--- config.mk ---
export PLATFORM = sky130hd
export DESIGN_NAME = recip_expclamp
export DESIGN_NICKNAME = d
export VERILOG_FILES = /design/src/rtl/recip_pkg.sv /design/src/rtl/recip_unpack.sv /design/src/rtl/recip_div_stage.sv /design/src/rtl/recip_pack.sv /design/src/rtl/recip_expclamp.sv
export SDC_FILE = /design/constraint.sdc
export NUM_CORES = 2
export LEC_CHECK = 0
export CAP_MARGIN = 20
export CORE_UTILIZATION = 50
export DETAILED_ROUTE_END_ITERATION = 12
export PLACE_DENSITY_LB_ADDON = 0.25
export SYNTH_ARGS = -nofsm -noshare
export SYNTH_HDL_FRONTEND = slang
export SYNTH_HIERARCHICAL = 1
export SYNTH_SLANG_ARGS = --single-unit
export TNS_END_PERCENT = 30
--- constraint.sdc ---
create_clock -name clk -period 11.5 [get_ports clk]
set_input_delay 1.725 -clock clk [delete_from_list [all_inputs] [get_ports clk]]
set_output_delay 1.725 -clock clk [all_outputs]
set_load 0.02 [all_outputs]
--- src/rtl/recip_pkg.sv ---
package recip_pkg;

   localparam int F32_W     = 32;
   localparam int F32_MANT  = 23;
   localparam int F32_EXPW  = 8;
   localparam int F32_BIAS  = 127;
   localparam int DIV_W     = F32_MANT + 1;
   localparam logic [F32_W-1:0] CANON_QNAN = 32'h7FC0_0000;

   // operand class after the low-bit mask
   typedef enum logic [1:0] {
      CLS_NORM = 2'd0,
      CLS_ZERO = 2'd1,
      CLS_INF  = 2'd2,
      CLS_NAN  = 2'd3
   } op_class_e;

   // sideband carried alongside the divider
   typedef struct packed {
      logic              sign;
      op_class_e         cls;
      logic              unit;   // masked fraction is zero
      logic signed [9:0] rexp;   // unclamped unbiased result exponent
   } recip_side_t;

endpackage

--- src/rtl/recip_unpack.sv ---
module recip_unpack
   import recip_pkg::*;
(
   input  logic                 clk,
   input  logic                 rst_n,
   input  logic                 in_valid,
   input  logic [F32_W-1:0]     in_op,
   output logic                 v_out,
   output recip_side_t          side_out,
   output logic [DIV_W-1:0]     div_out,
   output logic [DIV_W-1:0]     rem_out
);

   logic [F32_W-1:0]     op_m;
   logic [F32_EXPW-1:0]  bexp;
   logic [F32_MANT-1:0]  frac;
   logic signed [9:0]    bexp_s;
   recip_side_t          side_d;
   logic [DIV_W-1:0]     div_d;

   // low operand bit is cleared before any decoding
   assign op_m   = in_op & ~32'h0000_0001;
   assign bexp   = op_m[30:23];
   assign frac   = op_m[22:0];
   assign bexp_s = $signed({2'b00, bexp});
   assign div_d  = {1'b1, frac};

   always_comb begin
      side_d.sign = op_m[31];
      side_d.unit = (frac == '0);
      side_d.rexp = side_d.unit ? (10'sd127 - bexp_s) : (10'sd126 - bexp_s);
      if (bexp == '0)
         side_d.cls = CLS_ZERO;
      else if (bexp == '1)
         side_d.cls = (frac == '0) ? CLS_INF : CLS_NAN;
      else
         side_d.cls = CLS_NORM;
   end

   always_ff @(posedge clk or negedge rst_n) begin
      if (!rst_n) begin
         v_out    <= 1'b0;
         side_out <= '0;
         div_out  <= '0;
         rem_out  <= '0;
      end else begin
         v_out    <= in_valid;
         side_out <= side_d;
         div_out  <= div_d;
         // leading quotient bit is always 1: seed with 2^24 - divisor
         rem_out  <= ~div_d + 1'b1;
      end
   end

endmodule

--- src/rtl/recip_div_stage.sv ---
module recip_div_stage
   import recip_pkg::*;
#(
   parameter int QW    = 23,
   parameter int NBITS = 4
) (
   input  logic                 clk,
   input  logic                 rst_n,
   input  logic                 v_in,
   input  recip_side_t          side_in,
   input  logic [DIV_W-1:0]     div_in,
   input  logic [DIV_W-1:0]     rem_in,
   input  logic [QW-1:0]        q_in,
   output logic                 v_out,
   output recip_side_t          side_out,
   output logic [DIV_W-1:0]     div_out,
   output logic [DIV_W-1:0]     rem_out,
   output logic [QW-1:0]        q_out
);

   logic [DIV_W-1:0] rem_d;
   logic [QW-1:0]    q_d;

   // NBITS restoring steps, one quotient bit each
   always_comb begin
      logic [DIV_W:0] trial;
      rem_d = rem_in;
      q_d   = q_in;
      for (int i = 0; i < NBITS; i++) begin
         trial = {rem_d, 1'b0};
         if (trial >= {1'b0, div_in}) begin
            trial = trial - {1'b0, div_in};
            q_d   = {q_d[QW-2:0], 1'b1};
         end else begin
            q_d   = {q_d[QW-2:0], 1'b0};
         end
         rem_d = trial[DIV_W-1:0];
      end
   end

   always_ff @(posedge clk or negedge rst_n) begin
      if (!rst_n) begin
         v_out    <= 1'b0;
         side_out <= '0;
         div_out  <= '0;
         rem_out  <= '0;
         q_out    <= '0;
      end else begin
         v_out    <= v_in;
         side_out <= side_in;
         div_out  <= div_in;
         rem_out  <= rem_d;
         q_out    <= q_d;
      end
   end

endmodule

--- src/rtl/recip_pack.sv ---
module recip_pack
   import recip_pkg::*;
#(
   parameter int FRAC_BITS = 23,
   parameter int EXP_LIMIT = 64
) (
   input  logic                 clk,
   input  logic                 rst_n,
   input  logic                 v_in,
   input  recip_side_t          side_in,
   input  logic [FRAC_BITS-1:0] q_in,
   output logic                 out_valid,
   output logic [F32_W-1:0]     out_res
);

   localparam int SHIFT = F32_MANT - FRAC_BITS;
   localparam logic signed [9:0] LIM_S = 10'(EXP_LIMIT);
   localparam logic [F32_EXPW-1:0] EXP_HI = 8'(F32_BIAS + EXP_LIMIT);
   localparam logic [F32_EXPW-1:0] EXP_LO = 8'(F32_BIAS - EXP_LIMIT);

   logic signed [9:0]    rexp_c;
   logic [F32_MANT-1:0]  mant;
   logic [F32_W-1:0]     res_d;

   always_comb begin
      // exponent-only clamp
      if (side_in.rexp > LIM_S)
         rexp_c = LIM_S;
      else if (side_in.rexp < -LIM_S)
         rexp_c = -LIM_S;
      else
         rexp_c = side_in.rexp;

      mant = side_in.unit ? '0 : (F32_MANT'(q_in) << SHIFT);

      unique case (side_in.cls)
         CLS_NAN:  res_d = CANON_QNAN;
         CLS_ZERO: res_d = {side_in.sign, EXP_HI, {F32_MANT{1'b0}}};
         CLS_INF:  res_d = {side_in.sign, EXP_LO, {F32_MANT{1'b0}}};
         default:  res_d = {side_in.sign, 8'(rexp_c + 10'sd127), mant};
      endcase
   end

   always_ff @(posedge clk or negedge rst_n) begin
      if (!rst_n) begin
         out_valid <= 1'b0;
         out_res   <= '0;
      end else begin
         out_valid <= v_in;
         out_res   <= res_d;
      end
   end

endmodule

--- src/rtl/recip_expclamp.sv ---
module recip_expclamp
   import recip_pkg::*;
#(
   parameter int FRAC_BITS      = 23,
   parameter int BITS_PER_STAGE = 4,
   parameter int EXP_LIMIT      = 64
) (
   input  logic        clk,
   input  logic        rst_n,
   input  logic        in_valid,
   input  logic [31:0] in_op,
   output logic        out_valid,
   output logic [31:0] out_res
);

   localparam int NSTG    = (FRAC_BITS + BITS_PER_STAGE - 1) / BITS_PER_STAGE;
   localparam int LATENCY = NSTG + 2;

   if (FRAC_BITS < 16 || FRAC_BITS > F32_MANT) begin : g_bad_frac
      $error("FRAC_BITS must lie in 16..23");
   end
   if (BITS_PER_STAGE < 1 || BITS_PER_STAGE > FRAC_BITS) begin : g_bad_bps
      $error("BITS_PER_STAGE must lie in 1..FRAC_BITS");
   end
   if (EXP_LIMIT < 1 || EXP_LIMIT > 126) begin : g_bad_lim
      $error("EXP_LIMIT must lie in 1..126");
   end

   logic                 v_c    [0:NSTG];
   recip_side_t          side_c [0:NSTG];
   logic [DIV_W-1:0]     div_c  [0:NSTG];
   logic [DIV_W-1:0]     rem_c  [0:NSTG];
   logic [FRAC_BITS-1:0] q_c    [0:NSTG];

   assign q_c[0] = '0;

   recip_unpack i_unpack (
      .clk      (clk),
      .rst_n    (rst_n),
      .in_valid (in_valid),
      .in_op    (in_op),
      .v_out    (v_c[0]),
      .side_out (side_c[0]),
      .div_out  (div_c[0]),
      .rem_out  (rem_c[0])
   );

   for (genvar s = 0; s < NSTG; s++) begin : g_stage
      localparam int NB = ((s + 1) * BITS_PER_STAGE <= FRAC_BITS) ?
                          BITS_PER_STAGE : (FRAC_BITS - s * BITS_PER_STAGE);
      recip_div_stage #(
         .QW    (FRAC_BITS),
         .NBITS (NB)
      ) i_stage (
         .clk      (clk),
         .rst_n    (rst_n),
         .v_in     (v_c[s]),
         .side_in  (side_c[s]),
         .div_in   (div_c[s]),
         .rem_in   (rem_c[s]),
         .q_in     (q_c[s]),
         .v_out    (v_c[s+1]),
         .side_out (side_c[s+1]),
         .div_out  (div_c[s+1]),
         .rem_out  (rem_c[s+1]),
         .q_out    (q_c[s+1])
      );
   end

   recip_pack #(
      .FRAC_BITS (FRAC_BITS),
      .EXP_LIMIT (EXP_LIMIT)
   ) i_pack (
      .clk       (clk),
      .rst_n     (rst_n),
      .v_in      (v_c[NSTG]),
      .side_in   (side_c[NSTG]),
      .q_in      (q_c[NSTG]),
      .out_valid (out_valid),
      .out_res   (out_res)
   );

endmodule

==> out/qor.yml <==
global_routing:
  grt_pass1_vias: 38986
  grt_max_degree: 168
  track_usage_pct: 27.6
  grt_pass1_wl_um: 209000
  antenna_found_initial: 1
  grt_overflow_total: 0
drt:
  routed_wl_um: 132000
  dr.pass1.iters: 5
  antenna_left: 0
  wl_per_cell_um: 19.3
  drtIter0Drc: 3098
  drc: 0
  vias_per_cell: 5.92
  vias: 40380
min_path:
  hp-start: "g_stage[4].i_stage/side_out[4]$_DFF_PN0_"
  hold_class: "flip-flop to flip-flop"
critical_path:
  crit_arrival_ns: 11.56
  crit_required_ns: 12.03
  slowest_stage: "or4b_4"
  path_max_fanout: 13
  cp-end-kind: "flip-flop"
  critPathLaunchType: "flip-flop"
  reg2reg_from: "g_stage[0].i_stage/div_out[3]$_DFF_PN0_"
  cp_slowest_stage_delay_ns: 0.52
  path_class: "flip-flop to flip-flop"
  critPathLaunch: "g_stage[0].i_stage/div_out[3]$_DFF_PN0_"
cells_and_area:
  fillers: 8048
  final_cells: 6817
  layout_common_cells: "538 x ha_1, 499 x dfrtp_1, 425 x a21oi_1, 410 x buf_4, 315 x nor2_1"
  layout_commonest_cell: "ha_1"
  n_antenna_cell: 0
  area_delta_synth_final_pct: 15.6
  nets: 6109
  finish.instance_area_um2: 53900
  drive_above_1_share_pct: 18.4
  finish.utilization_pct: 58.6
placed_design:
  place_congestion: 0.985
  dp_hpwl_um: 105000
  place_inst: 6704
  numPortBuffers: 66
  post_dp_cell_area_um2: 51600
synth:
  syn_area_um2: 46600
  synth_warnings: 6
  syn_avg_cell_area_um2: 9.18
  synthCells: 5077
sta:
  worst_pin_slew_ns: 1.09
  slew_viol_final: 0
  max_freq_mhz: 90.7
  hold_viol: 0
  min_period_ns: 11.02
  skew_ns: 0.0670
  slew_headroom_pct: 26.3
  fin_crit_sh_pct: 95.9
  hold_slack_ns: 0.344
  setup_viol: 0
cts:
  root_buffer: "clkbuf_16"
  cts_buffer_depth: 3
  worstSkewPairLatency_ns: 0.68
  htree_levels: 2
  cts.clk_slew.worst_paths_ns: 0.06
  cts_buffers: 56
  cts_tree: "built"
  cts_sinks: 505
  holdBufCountCts: 0
floorplanning:
  io_pins: 68
  die_area_um2: 94400
  start_util_pct: 50.7
  rows: 111
  chipHeight_um: 307
  die_x_um: 307
  core_area_um2: 91900
run_status:
  outcome: "completed"
flow_run:
  cap_violations: 0
-- registers in the layout, summed over array words and instances (netlist names), 13 cells and up --
name                      flops
g_stage.i_stage/div_out     120
g_stage.i_stage/rem_out     120
g_stage.i_stage/side_out     84
g_stage.i_stage/q_out        83
i_pack/out_res               32
i_unpack/rem_out             23
i_unpack/div_out             22
i_unpack/side_out            13
-- metrics by stage --
stage                     setup TNS [ns]  worst slack (ns)
after floorplan                        0              1.11
after CTS                              0            0.0927
after global routing              -0.167           -0.0317
final                                  0             0.476
after detailed placement         -0.0426           -0.0312
after global placement                 0             0.116
-- critical path, delay by kind of cell, from the launching register on --
family | cells | cell delay, ns
buffers and inverters | 7 | 1.26
AO/OA/AOI/OAI | 20 | 4.59
adder cells (fa/ha/maj) | 4 | 1.41
AND/OR/NAND/NOR | 10 | 1.80
multiplexers | 4 | 1.31
flip-flops | 1 | 0.49
-- final timing paths --
check,to,slack [ns],depth (start not counted)
max reg2reg,g_stage[1].i_stage/rem_out[18]$_DFF_PN0_,0.48,45
min reg2reg,g_stage[5].i_stage/side_out[4]$_DFF_PN0_,0.34,0
min,g_stage[5].i_stage/side_out[4]$_DFF_PN0_,0.34,0
max,g_stage[1].i_stage/rem_out[18]$_DFF_PN0_,0.48,45
max in group asynchronous,g_stage[3].i_stage/q_out[6]$_DFF_PN0_,8.71,3
min in group asynchronous,g_stage[2].i_stage/div_out[13]$_DFF_PN0_,1.05,1
-- cell type report --
| type | instances | area (µm²) | area share [%] |
|---|---|---|---|
| multi-input cells | 4210 | 32500 | 60.4 |
| clock inverters | 32 | 495 | 0.920 |
| inverters | 259 | 972 | 1.80 |
| flip-flops and latches | 505 | 12600 | 23.5 |
| repair buffers | 496 | 4150 | 7.71 |
| clock buffers | 72 | 1520 | 2.82 |
| well taps | 1243 | 1560 | 2.89 |
-- layer usage --
metal	wire length (µm)	share of wire (%)	GRT usage, %	up-vias
li1	-	-	-	19778
met1	61200	46	38.5	19330
met2	59500	45	44.6	1078
met3	6850	5.2	3.16	192
met4	4230	3.2	8.61	2
met5	13	0.0099	0	-
-- timing repair --
item,4_1_cts,5_1_grt
pin swaps,1,4
buffers inserted,3,5
endpoints found under the setup margin,22,121
gates resized for setup,0,42
Power is left out: the tool's default activity adds up to more than one toggle a clock period on the data nets, which glitch-free logic cannot reach.
